`config.mk`:
```
export PLATFORM = sky130hd
export DESIGN_NAME = hub_upstream_ctrl
export DESIGN_NICKNAME = d
export VERILOG_FILES = /design/src/rtl/hub_rp_pkg.sv /design/src/rtl/hub_rp_regs.sv /design/src/rtl/hub_rp_linesamp.sv /design/src/rtl/hub_rp_gate.sv /design/src/rtl/hub_upstream_ctrl.sv
export SDC_FILE = /design/constraint.sdc
export NUM_CORES = 1
export LEC_CHECK = 0
export CAP_MARGIN = 10
export CORE_AREA = 3 3 40 42
export DETAILED_ROUTE_END_ITERATION = 8
export DIE_AREA = 0 0 43 45
export DONT_BUFFER_PORTS = 1
export GPL_TIMING_DRIVEN = 0
export SYNTH_ARGS = -nofsm -noshare
export SYNTH_HDL_FRONTEND = slang
export SYNTH_SLANG_ARGS = --single-unit
```
`constraint.sdc`:
```
create_clock -name clk -period 1.65 [get_ports clk]
set_clock_uncertainty 0.1 [all_clocks]
set_input_delay 0.0825 -clock clk [delete_from_list [all_inputs] [get_ports clk]]
set_output_delay 0.0825 -clock clk [all_outputs]
set_load 0.03 [all_outputs]
```
`src/rtl/hub_rp_pkg.sv`:
```
package hub_rp_pkg;
  localparam int REG_W      = 8;
  localparam int SYM_W      = 2;
  localparam int BIT_RESUME = 4;
  localparam int BIT_SUSP   = 3;
  localparam int BIT_DP     = 1;
  localparam int BIT_DM     = 0;

  typedef logic [SYM_W-1:0] line_sym_t;  // {D+, D-}

  localparam line_sym_t SYM_K = 2'b01;
endpackage

```
`src/rtl/hub_rp_regs.sv`:
```
module hub_rp_regs
  import hub_rp_pkg::*;
#(
  parameter int              ADDR_W   = 8,
  parameter logic [ADDR_W-1:0] REG_ADDR = 8'h5E
) (
  input  logic              clk,
  input  logic              rst_n,
  input  logic [ADDR_W-1:0] addr_i,
  input  logic              wr_i,
  input  logic [REG_W-1:0]  wdata_i,
  input  logic              st_dp_i,
  input  logic              st_dm_i,
  output logic [REG_W-1:0]  rdata_o,
  output logic              resume_o,
  output logic              susp_o
);
  logic hit;
  logic resume_q, susp_q;
  logic unused_wbits;

  assign hit          = (addr_i == REG_ADDR);
  assign unused_wbits = ^{wdata_i[REG_W-1:BIT_RESUME+1], wdata_i[BIT_SUSP-1:0]};

  always_ff @(posedge clk or negedge rst_n) begin
    if (!rst_n) begin
      resume_q <= 1'b0;
      susp_q   <= 1'b0;
    end else if (wr_i && hit) begin
      resume_q <= wdata_i[BIT_RESUME];
      susp_q   <= wdata_i[BIT_SUSP];
    end
  end

  always_comb begin
    rdata_o = '0;
    if (hit) begin
      rdata_o[BIT_RESUME] = resume_q;
      rdata_o[BIT_SUSP]   = susp_q;
      rdata_o[BIT_DP]     = st_dp_i;
      rdata_o[BIT_DM]     = st_dm_i;
    end
  end

  assign resume_o = resume_q;
  assign susp_o   = susp_q;

  // Foreign-address writes leave the register untouched
  assert_foreign_write_R2: assert property (@(posedge clk) disable iff (!rst_n)
    (wr_i && !hit) |=> ($stable(resume_q) && $stable(susp_q)));
endmodule

```
`src/rtl/hub_rp_linesamp.sv`:
```
module hub_rp_linesamp
  import hub_rp_pkg::*;
#(
  parameter int SYNC_STAGES = 2
) (
  input  logic clk,
  input  logic rst_n,
  input  logic dp_raw_i,
  input  logic dm_raw_i,
  input  logic eof2_i,
  input  logic susp_i,
  output logic st_dp_o,
  output logic st_dm_o
);
  localparam int LAST = SYNC_STAGES - 1;

  line_sym_t sync_q [SYNC_STAGES];
  line_sym_t latch_q;
  line_sym_t shown;

  generate
    for (genvar s = 0; s < SYNC_STAGES; s++) begin : g_sync
      if (s == 0) begin : g_first
        always_ff @(posedge clk or negedge rst_n) begin
          if (!rst_n) sync_q[0] <= '0;
          else        sync_q[0] <= {dp_raw_i, dm_raw_i};
        end
      end else begin : g_next
        always_ff @(posedge clk or negedge rst_n) begin
          if (!rst_n) sync_q[s] <= '0;
          else        sync_q[s] <= sync_q[s-1];
        end
      end
    end
  endgenerate

  always_ff @(posedge clk or negedge rst_n) begin
    if (!rst_n)      latch_q <= '0;
    else if (eof2_i) latch_q <= sync_q[LAST];
  end

  assign shown   = susp_i ? sync_q[LAST] : latch_q;
  assign st_dp_o = shown[1];
  assign st_dm_o = shown[0];

  // Active view only moves on an EOF2 sample
  assert_hold_between_eof2_R8: assert property (@(posedge clk) disable iff (!rst_n)
    (!eof2_i && !susp_i) |=> (susp_i || $stable({st_dp_o, st_dm_o})));
endmodule

```
`src/rtl/hub_rp_gate.sv`:
```
module hub_rp_gate
  import hub_rp_pkg::*;
#(
  parameter bit FORCE_EN = 1'b0
) (
  input  logic      blk_i,
  input  logic      force_k_i,
  input  logic      in_valid_i,
  input  line_sym_t in_sym_i,
  output logic      in_ready_o,
  output logic      out_valid_o,
  output line_sym_t out_sym_o,
  input  logic      out_ready_i
);
  logic forcing;

  generate
    if (FORCE_EN) begin : g_force
      assign forcing = force_k_i;
    end else begin : g_noforce
      logic unused_force;
      assign unused_force = force_k_i;
      assign forcing      = 1'b0;
    end
  endgenerate

  always_comb begin
    if (forcing) begin
      out_valid_o = 1'b1;
      out_sym_o   = SYM_K;
      in_ready_o  = 1'b0;
    end else if (blk_i) begin
      out_valid_o = 1'b0;
      out_sym_o   = in_sym_i;
      in_ready_o  = 1'b0;
    end else begin
      out_valid_o = in_valid_i;
      out_sym_o   = in_sym_i;
      in_ready_o  = out_ready_i;
    end
  end
endmodule

```
`src/rtl/hub_upstream_ctrl.sv`:
```
module hub_upstream_ctrl
  import hub_rp_pkg::*;
#(
  parameter int                ADDR_W      = 8,
  parameter logic [ADDR_W-1:0] REG_ADDR    = 8'h5E,
  parameter int                SYNC_STAGES = 2
) (
  input  logic              clk,
  input  logic              rst_n,
  input  logic [ADDR_W-1:0] bus_addr,
  input  logic              bus_wr,
  input  logic [7:0]        bus_wdata,
  output logic [7:0]        bus_rdata,
  input  logic              eof2_pulse,
  input  logic              dp_raw,
  input  logic              dm_raw,
  output logic              lp_req,
  input  logic              up_in_valid,
  input  logic [1:0]        up_in_sym,
  output logic              up_in_ready,
  output logic              root_tx_valid,
  output logic [1:0]        root_tx_sym,
  input  logic              root_tx_ready,
  input  logic              dn_in_valid,
  input  logic [1:0]        dn_in_sym,
  output logic              dn_in_ready,
  output logic              dn_out_valid,
  output logic [1:0]        dn_out_sym,
  input  logic              dn_out_ready
);
  logic resume, susp, st_dp, st_dm;

  hub_rp_regs #(.ADDR_W(ADDR_W), .REG_ADDR(REG_ADDR)) regs_i (
    .clk(clk), .rst_n(rst_n), .addr_i(bus_addr), .wr_i(bus_wr),
    .wdata_i(bus_wdata), .st_dp_i(st_dp), .st_dm_i(st_dm),
    .rdata_o(bus_rdata), .resume_o(resume), .susp_o(susp)
  );

  hub_rp_linesamp #(.SYNC_STAGES(SYNC_STAGES)) samp_i (
    .clk(clk), .rst_n(rst_n), .dp_raw_i(dp_raw), .dm_raw_i(dm_raw),
    .eof2_i(eof2_pulse), .susp_i(susp), .st_dp_o(st_dp), .st_dm_o(st_dm)
  );

  hub_rp_gate #(.FORCE_EN(1'b1)) up_gate_i (
    .blk_i(susp), .force_k_i(resume),
    .in_valid_i(up_in_valid), .in_sym_i(up_in_sym), .in_ready_o(up_in_ready),
    .out_valid_o(root_tx_valid), .out_sym_o(root_tx_sym), .out_ready_i(root_tx_ready)
  );

  hub_rp_gate #(.FORCE_EN(1'b0)) dn_gate_i (
    .blk_i(susp), .force_k_i(resume),
    .in_valid_i(dn_in_valid), .in_sym_i(dn_in_sym), .in_ready_o(dn_in_ready),
    .out_valid_o(dn_out_valid), .out_sym_o(dn_out_sym), .out_ready_i(dn_out_ready)
  );

  assign lp_req = susp;

  assert_k_drive_R4: assert property (@(posedge clk) disable iff (!rst_n)
    resume |-> (root_tx_valid && root_tx_sym == SYM_K));
  assert_k_stalls_up_R5: assert property (@(posedge clk) disable iff (!rst_n)
    resume |-> !up_in_ready);
  assert_suspend_blocks_R7: assert property (@(posedge clk) disable iff (!rst_n)
    susp |-> (!dn_out_valid && !dn_in_ready && !up_in_ready));
  assert_unimpl_zero_R3: assert property (@(posedge clk) disable iff (!rst_n)
    (bus_rdata & 8'hE4) == 8'h00);
endmodule

```
==> Word-level counts from Yosys, hierarchy flattened <==
Index checks and enable logic that the tools add are counted.
{ "word_totals": {"regBits": 8, "in_bits": 30, "output_inout_bits": 17, "word_cells": 17} }
{ "op_classes": {"eq_ne": 1, "n_mux": 10, "n_reduce_logical": 1} }
{ "op_table": {"columns": ["op", "n"], "rows": [
  ["equality test 8 x 7 -> 1 bit, second input constant", 1],
  ["2-to-1 mux 2 bit", 4],
  ["2-to-1 mux 1 bit", 6],
  ["logical AND 1 bit", 1]
]} }

==> Longest topological paths before layout <==
Gate-level depths: netlist of run 1.
{ "logic_depth": {"depth_word": 2, "ltp_mapped": 3, "ltp_nobuf": 3} }

==> Modules after synthesis <==
Synthesis of run 1 repeated with hierarchy kept, for this count alone.
{ "unflattened": {"cells_unflattened": 37, "area_unflattened_um2": 446.7} }
{ "modules_own_cells": {"columns": ["module", "n_inst", "cells_per_inst", "area_per_inst_um2", "seq_area_each_um2"], "rows": [
  ["hub_rp_linesamp", 1, 10, 195.2, 150.1],
  ["hub_rp_regs", 1, 18, 192.7, 50.0],
  ["hub_rp_gate at up_gate_i", 1, 5, 31.3, 0.0],
  ["hub_rp_gate at dn_gate_i", 1, 4, 27.5, 0.0]
]} }

==> Worst setup path after synthesis of run 1 <==
OpenSTA, ideal clock, no wires.
{ "synth_timing": {"path_kind": "register to output", "start": "reg regs_i.susp_q, in the netlist regs_i.susp_o", "end": "out up_in_ready", "t_arrival_ns": 1.460, "required_ns": 1.467, "setup_slack_ns": 0.007, "path_stages_with_launch": 3, "path_buffers": 1, "cell_sequence": "dfrtp_1 -> clkbuf_1 -> nor3b_1"} }
{ "synth_via": {"elab_chain_cells": 2} }
{ "synth_rtl": {"columns": ["element", "line", "text"], "rows": [
  ["from (decl)", "hub_rp_regs.sv:19", "logic resume_q, susp_q;"],
  ["from (signal assigned)", "hub_rp_regs.sv:31", "susp_q <= wdata_i[BIT_SUSP];"],
  ["2-to-1 mux 1 bit", "hub_rp_gate.sv:32", "end else if (blk_i) begin"],
  ["2-to-1 mux 1 bit", "hub_rp_gate.sv:28", "if (forcing) begin"],
  ["to (decl)", "hub_upstream_ctrl.sv:20", "output logic up_in_ready,"]
]} }
No other way between the ends.

==> Worst setup path after layout of run 1 <==
Same ends and word-level chain as after synthesis.

==> Implementation_results.wiki, run 1 <==
{| class="wikitable"
! Metric !! Value
|-
| Row Count || 13
|-
| Final period demand of the worst path || 1.60 ns
|-
| First drt pass iteration count || 2
|-
| Total overflow reported by the global router || 0
|-
| Path class of the lowest-slack min-delay path || in -> async
|-
| Number of unique standard cell types used by synthesis || 17
|-
| Synth Area in Compound Gates || 1.79%
|-
| Final routed wire length divided by cell count || 11.4 µm
|-
| Total global-route track usage || 7.85%
|-
| Final wirelength || about 770 µm
|-
| Cell area after placement || 450 µm²
|-
| Area fraction of the dominant cell type after synthesis || 47.6%
|-
| Biggest area consumer among synthesized cells || sky130_fd_sc_hd__dfrtp_1
|-
| Clock Sinks || 8
|-
| Number of global-route vias before repair || 255
|-
| Number of fill cells in the layout || 131
|-
| XOR/XNOR Fraction of Synth Area || 0%
|-
| Sequential cell area in the final layout || a little over 200 µm²
|-
| Most frequently used cell type in the post-synthesis netlist || sky130_fd_sc_hd__dfrtp_1
|-
| Initial standard-cell utilization of the core || 32.7%
|-
| CTS tree || done
|-
| Via total after detailed routing || 305
|-
| Fraction of synthesis flops using an asynchronous set or reset pin || 100%
|-
| Status || complete, no violations
|-
| Fin area || 573 µm²
|-
| Number of clock buffers inserted by TritonCTS || 3
|-
| Floorplan Core Area || 1280 µm²
|-
| Layout area overhead || 36.3%
|-
| Post-route non-filler standard cell count || 68
|-
| Highest layer used for signal routing || met3
|-
| Gp weighted congestion || ~0.61
|-
| IO buf count || 0
|-
| Leading cell types by count after synthesis || sky130_fd_sc_hd__dfrtp_1 (8), sky130_fd_sc_hd__buf_4 (6), sky130_fd_sc_hd__mux2_2 (4), sky130_fd_sc_hd__nor2_1 (4), sky130_fd_sc_hd__nor2b_1 (3)
|-
| Worst slew slack as a fraction of its limit || roughly 60%
|-
| Flop and latch count out of synthesis || 8
|-
| Setup fix buffers added after clock tree synthesis || 0
|-
| Final Hold Fails || 0
|-
| Type of origin of the critical path || flop
|-
| Mean Syn Cell Area || 10.8 µm²
|-
| Dpl hpwl || between 600 and 700 µm
|-
| Capturing element type of the critical path || output pin
|-
| Final worst-path cycle share || between 90% and 100%
|-
| Worst vdd ir || 0.377 mV
|-
| Arr. time, crit path || ~1.4 ns
|-
| Unrepaired setup endpoints after global routing || yes
|-
| Dominant register cell in the synthesized netlist || sky130_fd_sc_hd__dfrtp_1
|-
| Mux share of post-synthesis cell area || 15.5%
|-
| Final Setup Violations || 0
|-
| Worst EP required || 1.47 ns
|-
| Number of nets in the layout || 85
|-
| # placed instances || 57
|-
| Worst skew pair latency || between 0.2 and 0.25 ns
|-
| Antenna cells || 0
|-
| Cell count after synthesis || 39
|-
| Post-synth EDFFs || 0
|-
| Setup slack of the critical path after layout || roughly 0.052 ns
|-
| Max-cap check violation count || 0
|-
| Top cells by area, synth || sky130_fd_sc_hd__dfrtp_1 (48%), sky130_fd_sc_hd__buf_4 (11%), sky130_fd_sc_hd__mux2_2 (11%), sky130_fd_sc_hd__mux2i_1 (4.8%), sky130_fd_sc_hd__nor2b_1 (4.5%)
|-
| Critical-path maximum fanout || 7
|-
| Clock-pin slew of the registers on the worst-case setup and hold paths || around 0.05 ns
|-
| Met3 WL || 109 µm
|-
| Path type of the worst setup path || reg -> out
|-
| Bufs on Longest Clock Path || 2
|-
| Cell area after synthesis || between 400 and 500 µm²
|-
| Top achievable clock speed || 626 MHz
|-
| ANT nets after route || 0
|-
| Share of cells above drive strength 1 || 41.5%
|-
| Die area || 1940 µm²
|-
| Yosys warnings || 0
|-
| Adder and majority cell fraction of the synthesized area || 0%
|-
| Count of routing violations after the opening detailed-route iteration || 1
|-
| Residual DRC count || 0
|-
| Slew Limit Fails || 0
|-
| Share of synthesized area occupied by flip-flops and latches || between 40% and 50%
|-
| Clock H-tree levels || 1
|-
| Number of antenna violations at the first check in global routing || 0
|-
| Static leakage || 0.000263 µW
|-
| Via density per instance || 4.49
|-
| Least-Margin Pin Slew || 0.577 ns
|-
| Power density cells || around 800 nW/µm²
|-
| Setup slack after placement || -0.0830 ns
|-
| Number of placed I/O pins || 47
|-
| Clk Tree Root Cell || sky130_fd_sc_hd__clkbuf_4
|-
| Combinational family with the most area after synthesis || simple AND/OR/NAND/NOR gates
|-
| Setup slack of the most critical reg-to-reg path || 0.18 ns
|-
| Routed met2 length || roughly 430 µm
|-
| Vertical extent of the die || around 45 µm
|-
| Simple-gate share of the synthesized area || 20.8%
|-
| Global-route wire length before repair || 1.06 mm
|-
| Area occupied by multi-input gates || between 150 and 200 µm²
|-
| Die Span X || ~43 µm
|-
| Tot Pwr || between 400 and 500 µW
|-
| Metal1 wirelength || 237 µm
|-
| Maximum number of pins on one net before global-route repair || 9
|}
[logic make-up (layout without fill, tap and decap cells)]
| group | after synthesis | after routing |
|---|---|---|
| DFF | 8 | 8 |
| other | 1 | 4 |
| AOI/OAI and AO/OA | 1 | 1 |
| buffers and inverters | 9 | 20 |
| muxes | 6 | 6 |
| and+or+nand+nor | 14 | 14 |
[routing by layer]
metal / vias to the layer above / global-route usage, %
met3: 0 / 1.59
met1: 136 / 6.78
met4: 0 / 9.04
met5: - / 0
li1: 148 / -
met2: 21 / 14.1
[cells in the final DEF (no fill, tap or decap), drive strengths merged, types with 2 or more instances in the layout]
cell / synthesis / layout
nor2: 4 / 4
inv: 2 / 2
buf: 6 / 6
dfrtp: 8 / 8
clkbuf: 1 / 4
mux2: 4 / 4
dlygate4sd3: 0 / 8
conb: 1 / 4
mux2i: 2 / 2
nor2b: 3 / 3
[report_power, final]
group	internal (µW)	switching [µW]
sequential	209	8.84
clock	82.8	60.0
combinational	42.2	64.1
total	334	133
[path summary, 6_finish.rpt]
| path | startpoint | end | depth (start not counted) |
|---|---|---|---|
| worst min register to register | samp_i.sync_q[3] | samp_i.sync_q[1] | 0 |
| worst max register to register | regs_i.resume_o | regs_i.resume_o | 2 |
| min in group clk | bus_addr[2] | regs_i.susp_o | 3 |
| worst min-delay path | rst_n | samp_i.latch_q[0] | 1 |
| max in group asynchronous | rst_n | regs_i.susp_o | 1 |
| worst max-delay path | regs_i.susp_o | up_in_ready | 2 |
[sequential cells by signal, summed over array words and instances (netlist names)]
| signal | count |
|---|---|
| samp_i.latch_q | 2 |
| regs_i.resume_o | 1 |
| samp_i.sync_q | 4 |
| regs_i.susp_o | 1 |
[per-stage QoR]
| stage | utilization, % | setup TNS (ns) | hold WS (ns) |
|---|---|---|---|
| after global placement | 35.1 | -0.0773 | -0.313 |
| after detailed placement | 35.1 | -0.0830 | -0.313 |
| after CTS | 44.6 | 0 | 0.0741 |
| after global routing | 44.6 | -0.00809 | 0.0746 |
| final | 44.6 | 0 | 0.0739 |
| after floorplan | - | 0 | -0.313 |
[critical path, cell delays in order (launching register included)]
cell and delay, ns:
sky130_fd_sc_hd__dfrtp_2 0.47, sky130_fd_sc_hd__clkbuf_2 0.20, sky130_fd_sc_hd__nor3b_2 0.50
[cell type report]
type / instances / area share (%)
flip-flops and latches: 8 / 35.2
multi-input cells: 25 / 33.6
repair buffers: 8 / 14.0
plain buffers: 7 / 8.73
clock buffers: 3 / 3.93
well taps: 15 / 3.28
inverters: 2 / 1.31
[what timing repair did]
action                                 CTS  global route
gates resized for setup                  7             0
setup endpoints to repair                7             2
endpoints found under the hold margin   14             0
hold buffers                             8             0
Power figures use the tool's default switching activity.
==> run 2: changes to the inputs <==
--- a/config.mk
+++ b/config.mk
@@ -7,6 +7,7 @@
 export LEC_CHECK = 0
 export CAP_MARGIN = 10
 export CORE_AREA = 3 3 40 42
+export CTS_BUF_LIST = sky130_fd_sc_hd__clkbuf_2
 export DETAILED_ROUTE_END_ITERATION = 8
 export DIE_AREA = 0 0 43 45
 export DONT_BUFFER_PORTS = 1
==> Implementation_results.wiki, run 2 (synthesis results as in run 1) <==
{| class="wikitable"
! Metric !! Value
|-
| Vertical extent of the die || 45 µm
|-
| Via total after detailed routing || just under 300
|-
| Power density cells || 784 nW/µm²
|-
| Max-cap check violation count || 0
|-
| First drt pass iteration count || 2
|-
| Share of cells above drive strength 1 || 43.1%
|-
| Path class of the lowest-slack min-delay path || in -> reg
|-
| Final period demand of the worst path || 1.58 ns
|-
| Final wirelength || roughly 720 µm
|-
| Most frequent standard cell in the layout excluding fill and tap cells || sky130_fd_sc_hd__dfrtp_1
|-
| Bufs on Longest Clock Path || 2
|-
| Layout area overhead || 29.8%
|-
| Clock Sinks || 8
|-
| Total global-route track usage || ~7%
|-
| Dpl hpwl || 625 µm
|-
| Worst skew pair latency || 0.22 ns
|-
| Residual DRC count || 0
|-
| Largest register by flop count || samp_i.sync_q
|-
| Fin area || 546 µm²
|-
| Number of clock buffers inserted by TritonCTS || 3
|-
| Number of global-route vias before repair || between 200 and 250
|-
| Unrepaired setup endpoints after global routing || no
|-
| Maximum number of pins on one net before global-route repair || 9
|-
| Clock H-tree levels || 1
|-
| CTS tree || done
|-
| ANT nets after route || 0
|-
| Status || complete, no violations
|-
| Clk Tree Root Cell || sky130_fd_sc_hd__clkbuf_2
|-
| Final Setup Violations || 0
|-
| Number of flip-flops in the largest register || 4
|-
| Slew Limit Fails || 0
|-
| Gp weighted congestion || 0.610
|-
| Biggest regs || samp_i.sync_q x4, samp_i.latch_q x2
|-
| Total overflow reported by the global router || 0
|-
| Final worst-path cycle share || 95.6%
|-
| Number of placed I/O pins || between 40 and 50
|-
| Critical-path maximum fanout || 7
|-
| Initial standard-cell utilization of the core || 32.7%
|-
| Top achievable clock speed || 634 MHz
|-
| Top library cells by usage in the layout, fill and taps aside || sky130_fd_sc_hd__dfrtp_1 (7), sky130_fd_sc_hd__buf_4 (6), sky130_fd_sc_hd__dlygate4sd3_1 (6)
|-
| Antenna cells || 0
|-
| Global-route wire length before repair || just under 1 mm
|-
| Capturing element type of the critical path || output pin
|-
| Floorplan Core Area || 1280 µm²
|-
| IO buf count || 0
|-
| Worst vdd ir || 0.354 mV
|-
| Final routed wire length divided by cell count || 11.0 µm
|-
| Worst slew slack as a fraction of its limit || 61.4%
|-
| Via density per instance || around 4.4
|-
| Number of nets in the layout || 83
|-
| Die Span X || 43 µm
|-
| Die area || 1940 µm²
|-
| Final Hold Fails || 0
|-
| Least-Margin Pin Slew || 0.577 ns
|-
| Path type of the worst setup path || reg -> out
|-
| Row Count || 13
|-
| Worst EP required || ~1.5 ns
|-
| Clock-pin slew of the registers on the worst-case setup and hold paths || 0.07 ns
|-
| Static leakage || 0.000251 µW
|-
| Number of antenna violations at the first check in global routing || 0
|-
| Count of routing violations after the opening detailed-route iteration || 1
|-
| Arr. time, crit path || 1.40 ns
|-
| Cell area after placement || 450 µm²
|-
| Type of origin of the critical path || flop
|-
| Final total negative setup slack || 0 ns
|}
-- run 2: final cells by class --
type                            instances  area (µm²)
Buffer                                  7        50.0
Clock buffer                            3        15.0
Fill cell                             131         739
Inverter                                2        7.51
Multi-Input combinational cell         25         193
Sequential cell                         8         201
Tap cell                               15        18.8
Timing Repair Buffer                    6        60.1
-- run 2: where the power goes --
part	total [µW]	switching (µW)	leakage, µW	internal, µW
clock network	108	58.1	0.0000125	49.5
logic	103	63.5	0.000143	39.2
registers	217	8.70	0.0000960	208
-- run 2: worst max-delay path: stages, from the launching register on --
cell and delay (ns):
sky130_fd_sc_hd__dfrtp_2 0.48, sky130_fd_sc_hd__clkbuf_2 0.20, sky130_fd_sc_hd__nor3b_2 0.50
-- run 2: worst paths after layout --
path,end,cells past startpoint,slack [ns],from
min,regs_i.susp_o,2,0.03,bus_wr
min in group asynchronous,samp_i.sync_q[3],1,0.09,rst_n
max reg2reg,regs_i.susp_o,2,0.48,regs_i.susp_o
min reg2reg,samp_i.sync_q[0],0,0.25,samp_i.sync_q[2]
max,up_in_ready,2,0.07,regs_i.susp_o
max in group asynchronous,regs_i.susp_o,1,1.09,rst_n
-- run 2: stage by stage --
stage | cells | total power (µW) | util [%] | hold slack [ns] | setup slack, ns
global placement | 57 | 304 | 35.1 | -0.313 | -0.0773
detailed placement | 57 | 306 | 35.1 | -0.313 | -0.0830
finish | 66 | 427 | 42.5 | 0.0279 | 0.0724
floorplan | 42 | 300 | - | -0.313 | 0.00712
CTS | 66 | 438 | 42.0 | 0.00635 | -0.0156
global route | 66 | 450 | 42.5 | 0.0252 | 0.00390
-- run 2: metal layers --
metal	wire length, µm	track usage [%]
met1	222	6.28
met2	390	12.3
met3	111	1.59
met4	0	9.04
met5	0	0
-- run 2: repair_timing --
item | in CTS | in global routing
hold buffers | 6 | 0
gates resized for setup | 5 | 2
setup endpoints to repair | 7 | 6
hold endpoints to repair | 14 | 0
setup buffers | 0 | 0
